===== src/rtl/vid_status_flags.sv =====
module vid_status_flags #(
  parameter int LINE_W      = 9,
  parameter int SLOT_W      = 8,
  parameter int WORD_W      = 16,
  parameter int NTSC_FIRST  = 224,
  parameter int PAL_FIRST   = 240,
  parameter int WIDE_CHG    = 165,
  parameter int NARROW_CHG  = 132,
  parameter int VB_OFFSET   = 2
) (
  input  logic              clk,
  input  logic              rst_n,
  input  logic [LINE_W-1:0] line_i,
  input  logic [SLOT_W-1:0] slot_i,
  input  logic              wide_i,
  input  logic              pal_i,
  input  logic              disp_en_i,
  input  logic              interlace_i,
  input  logic              frame_stb_i,
  input  logic              rd_stb_i,
  input  logic              dma_busy_i,
  input  logic              sprite_hit_i,
  input  logic              fifo_empty_i,
  input  logic              fifo_full_i,
  output logic [WORD_W-1:0] rd_data_o,
  output logic              rd_valid_o
);

  localparam logic [LINE_W-1:0] WRAP_LINE = '1;

  logic [SLOT_W-1:0] chg_slot, vb_slot;
  logic [LINE_W-1:0] first_blank;
  logic in_body, on_first, on_wrap, vblank;
  logic odd_q;
  logic [WORD_W-1:0] word;

  assign chg_slot    = wide_i ? SLOT_W'(WIDE_CHG) : SLOT_W'(NARROW_CHG);
  assign vb_slot     = chg_slot + SLOT_W'(VB_OFFSET);
  assign first_blank = pal_i ? LINE_W'(PAL_FIRST) : LINE_W'(NTSC_FIRST);

  assign in_body  = (line_i > first_blank) && (line_i < WRAP_LINE);
  assign on_first = (line_i == first_blank) && ((slot_i >= vb_slot) || (slot_i < chg_slot));
  assign on_wrap  = (line_i == WRAP_LINE) && (slot_i >= chg_slot) && (slot_i < vb_slot);
  assign vblank   = in_body || on_first || on_wrap || !disp_en_i;

  always_ff @(posedge clk) begin
    if (!rst_n)            odd_q <= 1'b0;
    else if (!interlace_i) odd_q <= 1'b0;
    else if (frame_stb_i)  odd_q <= ~odd_q;
  end

  always_comb begin
    word    = '0;
    word[0] = dma_busy_i;
    word[3] = vblank;
    word[4] = interlace_i && odd_q;
    word[5] = sprite_hit_i;
    word[8] = fifo_empty_i;
    word[9] = fifo_full_i;
  end

  always_ff @(posedge clk) begin
    if (!rst_n) begin
      rd_data_o  <= '0;
      rd_valid_o <= 1'b0;
    end else begin
      rd_valid_o <= rd_stb_i;
      if (rd_stb_i) rd_data_o <= word;
    end
  end

  AST_ODD_CLEAR: assert property (@(posedge clk) disable iff (!rst_n)
    !interlace_i |=> !odd_q);
  AST_ODD_FLIP: assert property (@(posedge clk) disable iff (!rst_n)
    (interlace_i && frame_stb_i) |=> (odd_q != $past(odd_q)));
  AST_ODD_KEEP: assert property (@(posedge clk) disable iff (!rst_n)
    (interlace_i && !frame_stb_i) |=> $stable(odd_q));
  AST_RD_HOLD: assert property (@(posedge clk) disable iff (!rst_n)
    !rd_stb_i |=> ($stable(rd_data_o) && !rd_valid_o));
  AST_RD_PULSE: assert property (@(posedge clk) disable iff (!rst_n)
    rd_stb_i |=> rd_valid_o);
  AST_DISP_OFF: assert property (@(posedge clk) disable iff (!rst_n)
    (rd_stb_i && !disp_en_i) |=> rd_data_o[3]);
  AST_ACTIVE_LINE: assert property (@(posedge clk) disable iff (!rst_n)
    (rd_stb_i && disp_en_i && (line_i < LINE_W'(NTSC_FIRST))) |=> !rd_data_o[3]);
  AST_WRAP_EDGE: assert property (@(posedge clk) disable iff (!rst_n)
    (rd_stb_i && disp_en_i && (line_i == WRAP_LINE) && (slot_i == chg_slot)) |=> rd_data_o[3]);
  AST_COLLIDE: assert property (@(posedge clk) disable iff (!rst_n)
    (rd_stb_i && frame_stb_i && interlace_i) |=> (rd_data_o[4] == $past(odd_q)));

endmodule


===== config.mk =====
export PLATFORM = sky130hd
export DESIGN_NAME = vid_status_flags
export DESIGN_NICKNAME = d
export VERILOG_FILES = /design/src/rtl/vid_status_flags.sv
export SDC_FILE = /design/constraint.sdc
export NUM_CORES = 1
export LEC_CHECK = 0
export ABC_CLOCK_PERIOD_IN_PS = 3500
export BUFFER_PORTS_ARGS = -buffer_cell sky130_fd_sc_hd__buf_2
export CORE_MARGIN = 1.5
export CORE_UTILIZATION = 42
export CTS_BUF_LIST = sky130_fd_sc_hd__clkbuf_8
export DETAILED_ROUTE_END_ITERATION = 12
export GPL_TIMING_DRIVEN = 1
export PLACE_DENSITY = 0.87
export SLEW_MARGIN = 20
export SYNTH_ARGS = -nofsm -noshare
export SYNTH_HDL_FRONTEND = slang
export SYNTH_SLANG_ARGS = --single-unit

===== constraint.sdc =====
create_clock -name clk -period 3.5 [get_ports clk]
set_clock_uncertainty 0.2 [all_clocks]
set_input_delay 0.7 -clock clk [delete_from_list [all_inputs] [get_ports clk]]
set_output_delay 0.7 -clock clk [all_outputs]
set_load 0.1 [all_outputs]

# After elaboration in Yosys (flattened, before gate mapping)
# Cells that the tools add are included.
# totals
ff_bits	8
in_bits	29
wordCells	26
# op_classes
add_sub_neg	1
magnitude_cmp	6
n_eq_ne	2
mux	2
bitwise	1
n_reduce_logical	11
# op_table
cell	count
$ge 8x8->1	2
$lt 8x8->1	2
$eq 9x8->1	1
$eq 9x9->1 const B	1
$gt 9x8->1	1
$lt 9x9->1 const B	1
$add 8x2->8 const B	1
$mux 6	1
$logic_and 1x1->1	5
$mux 5	1
$logic_or 1x1->1	4
$reduce_and 2->1	1
$logic_not 1->1	1
$not 1->1	1

# Logic depth before layout (Yosys ltp)
# Gate-level depths: netlist of run 1.
# logic_depth
ltp_word	8
mapped_depth	7
ltp_nobuf	7

# Worst setup path before layout of run 1
# Ideal clock, no wire load.
# synth_timing
path_type	input to register
startpoint	input wide_i
endpoint	register rd_data_o[3]
setup_ps	95
arrival_time_ps	1995
t_required_ps	3205
setup_slack_ps	1209
path_stages	7
path_cell_list	inv_1 -> ha_1 -> nor4_1 -> nand3_1 -> or3_1 -> or4_1 -> o311ai_1
# synth_between
elab_chain_len	8
elab_cells_between_ends	13
# synth_rtl
element	line	source
start, declared	15	input logic wide_i,
$mux 6 *	37	assign chg_slot = wide_i ? SLOT_W'(WIDE_CHG) : SLOT_W'(NARROW_CHG);
$add 8x2->8	38	assign vb_slot = chg_slot + SLOT_W'(VB_OFFSET);
$ge 8x8->1	42	assign on_first = (line_i == first_blank) && ((slot_i >= vb_slot) || (slot_i < chg_slot));
$logic_or 1x1->1	42	
$logic_and 1x1->1	42	
$logic_or 1x1->1	44	assign vblank = in_body || on_first || on_wrap || !disp_en_i;
$logic_or 1x1->1 * (2 in series)	44	
end signal, assigned	68	if (rd_stb_i) rd_data_o <= word;
end, declared	25	output logic [WORD_W-1:0] rd_data_o,
# Every way passes the cells marked *; elsewhere a longest branch is shown, timed or not.
# A chain may end at the register's enable or synchronous reset.

# Worst setup path after layout of run 1
# Ends and elaborated chain as after synthesis.

==> impl_metrics.env, run 1 <==
export IMPL_status="complete, no violations"
export IMPL_yosys_register_bits=8
export IMPL_grt_util_met3_pct=10.4
export IMPL_dr_first_iter_drc_count=11
export IMPL_cpMaxStageDelayCell="sky130_fd_sc_hd__or4_1"
export IMPL_max_clock_path_buffers=2
export IMPL_die_boundary_height_microns=39.1
export IMPL_clkTransAtPathRegs_ps=40
export IMPL_multiInputGateArea_sq_um=327
export IMPL_die_width_microns=39.1
export IMPL_clock_latency_ps=230
export IMPL_grt_antenna_before_repair=0
export IMPL_synth_top_cells_by_count="10 x sky130_fd_sc_hd__buf_4, 8 x sky130_fd_sc_hd__dfxtp_1"
export IMPL_detailroute_via_count=555
export IMPL_setup_repair_after_global_routing_missed_its_margin="false"
export IMPL_grt_most_used_layer="met2"
export IMPL_pin_count_of_the_biggest_net_entering_global_routing=11
export IMPL_final_hold_violation_count=0
export IMPL_placement_rows=12
export IMPL_timing_max_transition_violations_final=0
export IMPL_fill_cells=107
export IMPL_seqCellArea_sq_um=160
export IMPL_clock_h_tree_levels=1
export IMPL_pwr_density_cell_mw_per_mm2=457
export IMPL_crit_chain="buf_2, inv_1, ha_1, nor4_1, nand3_1, or3_1, or4_1, o311ai_1"
export IMPL_crit_fanout=2
export IMPL_post_synth_edffs=0
export IMPL_crit_buf_inv=2
export IMPL_final_setup_violation_count=0
export IMPL_synth_ff_type="sky130_fd_sc_hd__dfxtp_1"
export IMPL_rd_place_congestion=0.835
export IMPL_post_cts_setup_buffer_count=0
export IMPL_ir_drop_uv=313
export IMPL_dr_pass1_iters=4
export IMPL_synth_area_leaders="sky130_fd_sc_hd__dfxtp_1 29%, sky130_fd_sc_hd__buf_4 14%, sky130_fd_sc_hd__mux2i_1 7.3%"
export IMPL_numClockSinks=8
export IMPL_synthesized_area_per_cell_sq_um=8.30
export IMPL_postSynthCellCount=66
export IMPL_timing_critical_path_to_type="flip-flop"
export IMPL_clock_fmax_mhz=449
export IMPL_final_net_count=136
export IMPL_die_area_sq_mm=0.00153
export IMPL_startpoint_type="primary input"
export IMPL_most_common_cell_in_the_netlist="sky130_fd_sc_hd__buf_4"
export IMPL_grt_pass1_vias=493
export IMPL_avgViaCountPerCell=4.78
export IMPL_cts_tree="built"
export IMPL_netlist_area_sq_um=548
export IMPL_start_util_pct=47.4
export IMPL_clk_root_buffer_cell="sky130_fd_sc_hd__clkbuf_8"
export IMPL_min_path_type="reg2reg"
export IMPL_drive_gt1_share_pct=38.2
export IMPL_power_total_mw=0.336
export IMPL_grt_usage_pct=20.0
export IMPL_leakagePower_nw=0.391
export IMPL_globalRouteMet1Util_pct=22.8
export IMPL_post_drt_wl_per_cell_microns=10.1
export IMPL_post_route_drc_count=0
export IMPL_cp_data_required_time_ps=3440
export IMPL_drt_wl_total_microns=1180
export IMPL_tcrit_tclk_final_pct=63.7
export IMPL_worst_ep_arrival_time_ps=2160
export IMPL_max_cap_viol_count=0
export IMPL_yosys_warn_count=0
export IMPL_hold_buffers=0
export IMPL_relative_area_change_from_synthesis_to_final_layout_pct=34.2
export IMPL_critical_path_class="in2reg"
export IMPL_ctsResizeCount=0
export IMPL_cp_top_family="simple AND/OR/NAND/NOR gates"
export IMPL_synth_top_cell_area_share_pct=29.2
export IMPL_yosys_cell_types_count=29
export IMPL_core_region_area_sq_mm=0.00116
export IMPL_synth_largest_area_cell="sky130_fd_sc_hd__dfxtp_1"
export IMPL_cp_slowest_stage_delay_ps=500
export IMPL_synth_seq_area_share_pct=29.2
export IMPL_finalSetupTns_ps=0
export IMPL_io_buffer_count=35
export IMPL_use_met2_pct=32.5
export IMPL_pin_count=46
export IMPL_antenna_cells_inserted=0
export IMPL_asyncSetResetFlopFracSynth_pct=0
export IMPL_grt_first_pass_wirelength_microns=2000
export IMPL_drt_antenna_violating_nets=0
export IMPL_finalCriticalPeriod_ps=2230
export IMPL_tritoncts_num_buffers=3
export IMPL_overflow=0
export IMPL_dp_hpwl_microns=987
-- kinds of logic (layout without fill, tap and decap cells) --
family                   Yosys count  in the layout  share of synthesized area [%]
AO/OA/AOI/OAI                      8              8                           9.82
adder cells (fa/ha/maj)            3              3                           6.85
flip-flops                         8              8                           29.2
XOR/XNOR                           1              1                           1.60
buffers and inverters             15             42                           17.3
multiplexers                       4              4                           7.31
other                              1             10                          0.684
AND/OR/NAND/NOR                   26             26                           27.2
-- area by class of cell --
cell class / instances / area share [%]
Multi-Input combinational cell: 52 / 44.4
Timing Repair Buffer: 35 / 23.8
Sequential cell: 8 / 21.8
Clock buffer: 3 / 5.61
Tap cell: 14 / 2.38
Inverter: 4 / 2.04
-- final timing paths --
path | start | end | slack (ps) | cells after the start
max reg2reg | rd_data_o[3]$_SDFFE_PN0P_ | rd_data_o[3]$_SDFFE_PN0P_ | 2160 | 5
min | rd_data_o[4]$_SDFFE_PN0P_ | rd_data_o[4]$_SDFFE_PN0P_ | 290 | 2
min reg2reg | rd_data_o[4]$_SDFFE_PN0P_ | rd_data_o[4]$_SDFFE_PN0P_ | 290 | 2
max | wide_i | rd_data_o[3]$_SDFFE_PN0P_ | 1270 | 8
-- worst min-delay path: stages (launching register included) --
cell and delay, ps:
sky130_fd_sc_hd__dfxtp_1 300, sky130_fd_sc_hd__nand2b_1 60, sky130_fd_sc_hd__a21boi_0 70
-- metrics by stage --
stage / util, % / area, sq um / hold WS, ps / setup slack [ps] / instances
floorplan: - / 582 / 281 / 1210 / 75
global placement: 60.1 / 694 / 269 / 1060 / 113
detailed placement: 60.1 / 694 / 292 / 1020 / 113
CTS: 63.6 / 736 / 298 / 1260 / 116
global route: 63.6 / 736 / 322 / 1150 / 116
finish: 63.6 / 736 / 286 / 1270 / 116
-- placed cells by master, fill, tap and decap left out, types with 2 or more instances in the layout --
cell type                  count
sky130_fd_sc_hd__nor2_1        4
sky130_fd_sc_hd__buf_2        35
sky130_fd_sc_hd__conb_1       10
sky130_fd_sc_hd__nand2_1       3
sky130_fd_sc_hd__ha_1          3
sky130_fd_sc_hd__clkbuf_8      3
sky130_fd_sc_hd__dfxtp_1       8
sky130_fd_sc_hd__inv_1         4
sky130_fd_sc_hd__mux2i_1       4
sky130_fd_sc_hd__nand3_1       3
sky130_fd_sc_hd__nand4_1       2
sky130_fd_sc_hd__nor2b_1       4
sky130_fd_sc_hd__o21ai_0       3
-- power by group --
| group | switching (mW) | leakage [nW] | internal, mW |
|---|---|---|---|
| Clock | 0.0360 | 0.0216 | 0.0745 |
| Sequential | 0.00263 | 0.0661 | 0.0971 |
| Combinational | 0.101 | 0.303 | 0.0254 |
| Total | 0.139 | 0.391 | 0.197 |
-- flip-flops by register name, summed over array words and instances (netlist names) --
signal / flops
rd_valid_o: 1
rd_data_o: 6
odd_q: 1
-- layer usage --
layer  share of wire [%]  vias to the layer above
li1                    -                      286
met1                  39                      247
met2                  54                       22
met3                 7.3                        0
met4                   0                        0
met5                   0                        -
Note: power is estimated with default switching activity, not from simulation.
==> run 2: changes to the inputs <==
- ABC_CLOCK_PERIOD_IN_PS: 3500 -> 2200
- CORE_UTILIZATION: 42 -> 39
- PLACE_DENSITY: 0.87 -> 0.81
- clock period: 3.5 -> 2.2 ns (I/O delays scaled with it)
==> impl_metrics.env, run 2 (same netlist as run 1, synthesis figures left out) <==
export IMPL_crit_fanout=2
export IMPL_m1WireLength_microns=438
export IMPL_pin_count_of_the_biggest_net_entering_global_routing=11
export IMPL_met3_length_microns=133
export IMPL_core_region_area_sq_mm=0.00130
export IMPL_post_route_util_pct=56.6
export IMPL_seqCellArea_sq_um=160
export IMPL_worst_r2r_endpoint="rd_data_o[3]$_SDFFE_PN0P_"
export IMPL_timing_max_transition_violations_final=0
export IMPL_route_top_layer_used="met3"
export IMPL_critical_path_class="in2reg"
export IMPL_ctsResizeCount=0
export IMPL_cp_data_required_time_ps=2130
export IMPL_fill_cells=142
export IMPL_clock_latency_ps=220
export IMPL_layout_setup_ws_ps=207
export IMPL_layout_commonest_cell="sky130_fd_sc_hd__buf_2"
export IMPL_placement_rows=13
export IMPL_die_width_microns=40.5
export IMPL_max_clock_path_buffers=2
export IMPL_dp_hpwl_microns=1050
export IMPL_drt_antenna_violating_nets=0
export IMPL_tcrit_tclk_final_pct=90.6
export IMPL_most_flop_heavy_register="rd_data_o"
export IMPL_timing_hold_worst_path_depth=2
export IMPL_dr_first_iter_drc_count=3
export IMPL_reg_top3="rd_data_o (6), odd_q (1), rd_valid_o (1)"
export IMPL_detailroute_via_count=570
export IMPL_max_cap_viol_count=0
export IMPL_final_setup_violation_count=0
export IMPL_hold_end="odd_q$_SDFFE_PN0P_"
export IMPL_startpoint_of_the_lowest_slack_hold_path="interlace_i"
export IMPL_multiInputGateArea_sq_um=327
export IMPL_drive_gt1_share_pct=38.2
export IMPL_avgViaCountPerCell=4.87
export IMPL_timing_critical_path_to_type="flip-flop"
export IMPL_overflow=0
export IMPL_rd_place_congestion=0.705
export IMPL_post_cts_setup_buffer_count=0
export IMPL_clock_h_tree_levels=1
export IMPL_io_buffer_count=35
export IMPL_post_drt_wl_per_cell_microns=10.3
export IMPL_min_path_type="in2reg"
export IMPL_final_hold_violation_count=0
export IMPL_crit_chain="buf_2, inv_1, ha_1, nor4_1, nand3_1, or3_1, or4_1, o311ai_1"
export IMPL_drt_wl_total_microns=1200
export IMPL_finalCriticalPeriod_ps=1990
export IMPL_final_cell_mix="35 x sky130_fd_sc_hd__buf_2, 10 x sky130_fd_sc_hd__conb_1, 8 x sky130_fd_sc_hd__dfxtp_1"
export IMPL_clk_root_buffer_cell="sky130_fd_sc_hd__clkbuf_8"
export IMPL_largest_register_ff_count=6
export IMPL_die_area_sq_mm=0.00164
export IMPL_start_util_pct=42.1
export IMPL_grt_first_pass_wirelength_microns=1630
export IMPL_dr_pass1_iters=2
export IMPL_cpMaxStageDelayCell="sky130_fd_sc_hd__or4_1"
export IMPL_ir_drop_uv=264
export IMPL_antenna_cells_inserted=0
export IMPL_relative_area_change_from_synthesis_to_final_layout_pct=34.5
export IMPL_r2r_start="rd_data_o[3]$_SDFFE_PN0P_"
export IMPL_leakagePower_nw=0.391
export IMPL_pwr_density_cell_mw_per_mm2=719
export IMPL_setup_repair_after_global_routing_missed_its_margin="false"
export IMPL_post_route_drc_count=0
export IMPL_clock_fmax_mhz=502
export IMPL_cts_tree="built"
export IMPL_r2r_cells=5
export IMPL_clkTransAtPathRegs_ps=40
export IMPL_pin_count=46
export IMPL_numClockSinks=8
export IMPL_hold_buffers=0
export IMPL_cp_slowest_stage_delay_ps=500
export IMPL_die_boundary_height_microns=40.5
export IMPL_grt_usage_pct=14.9
export IMPL_grt_antenna_before_repair=0
export IMPL_met2_wirelength_microns=631
export IMPL_startpoint_type="primary input"
export IMPL_tritoncts_num_buffers=3
export IMPL_final_net_count=136
export IMPL_reg2reg_setup_slack_ps=840
export IMPL_status="complete, no violations"
export IMPL_placement_setup_worst_slack_ps=-37.6
export IMPL_grt_pass1_vias=471
export IMPL_worst_ep_arrival_time_ps=1920
-- run 2: cell type report --
type                    count  area share, %
clock buffers               3           5.60
inverters                   4           2.04
multi-input cells          52           44.3
flip-flops and latches      8           21.7
well taps                  15           2.55
repair buffers             35           23.8
-- run 2: power by group --
part / switching (mW) / internal, mW
logic: 0.162 / 0.0405
registers: 0.00378 / 0.155
clock network: 0.0511 / 0.118
total: 0.216 / 0.313
-- run 2: how the worst max path moves through the flow --
stage	startpoint	to	slack [ps]	cells after the start
final	wide_i	rd_data_o[3]$_SDFFE_PN0P_	210	8
after global routing	wide_i	rd_data_o[3]$_SDFFE_PN0P_	60	8
after CTS	wide_i	rd_data_o[3]$_SDFFE_PN0P_	200	8
after detailed placement	wide_i	rd_data_o[3]$_SDFFE_PN0P_	-40	8
after global placement	wide_i	rd_data_o[3]$_SDFFE_PN0P_	40	8
after floorplan	rd_data_o[3]$_SDFFE_PN0P_	rd_data_o[3]$_SDFFE_PN0P_	150	5
-- run 2: metrics by stage --
stage	instance area (sq um)	power, mW	hold slack, ps	instances	TNS, ps
2_1_floorplan	582	0.334	281	75	0
3_3_place_gp	696	0.359	268	114	0
3_5_place_dp	696	0.363	283	114	-37.6
4_1_cts	737	0.537	270	117	0
5_1_grt	737	0.554	288	117	0
6_report	737	0.530	275	117	0
-- run 2: per-layer routing --
metal,vias to the layer above,global-route usage (%)
met2,27,31.7
met4,0,7.50
li1,289,-
met3,0,2.22
met1,254,12.7
met5,-,0
-- run 2: worst max-delay path, delay by kind of cell --
| family | cells | cell delay [ps] |
|---|---|---|
| buf+inv | 2 | 130 |
| simple gates | 4 | 1090 |
| fa+ha+maj | 1 | 170 |
| compound gates | 1 | 80 |
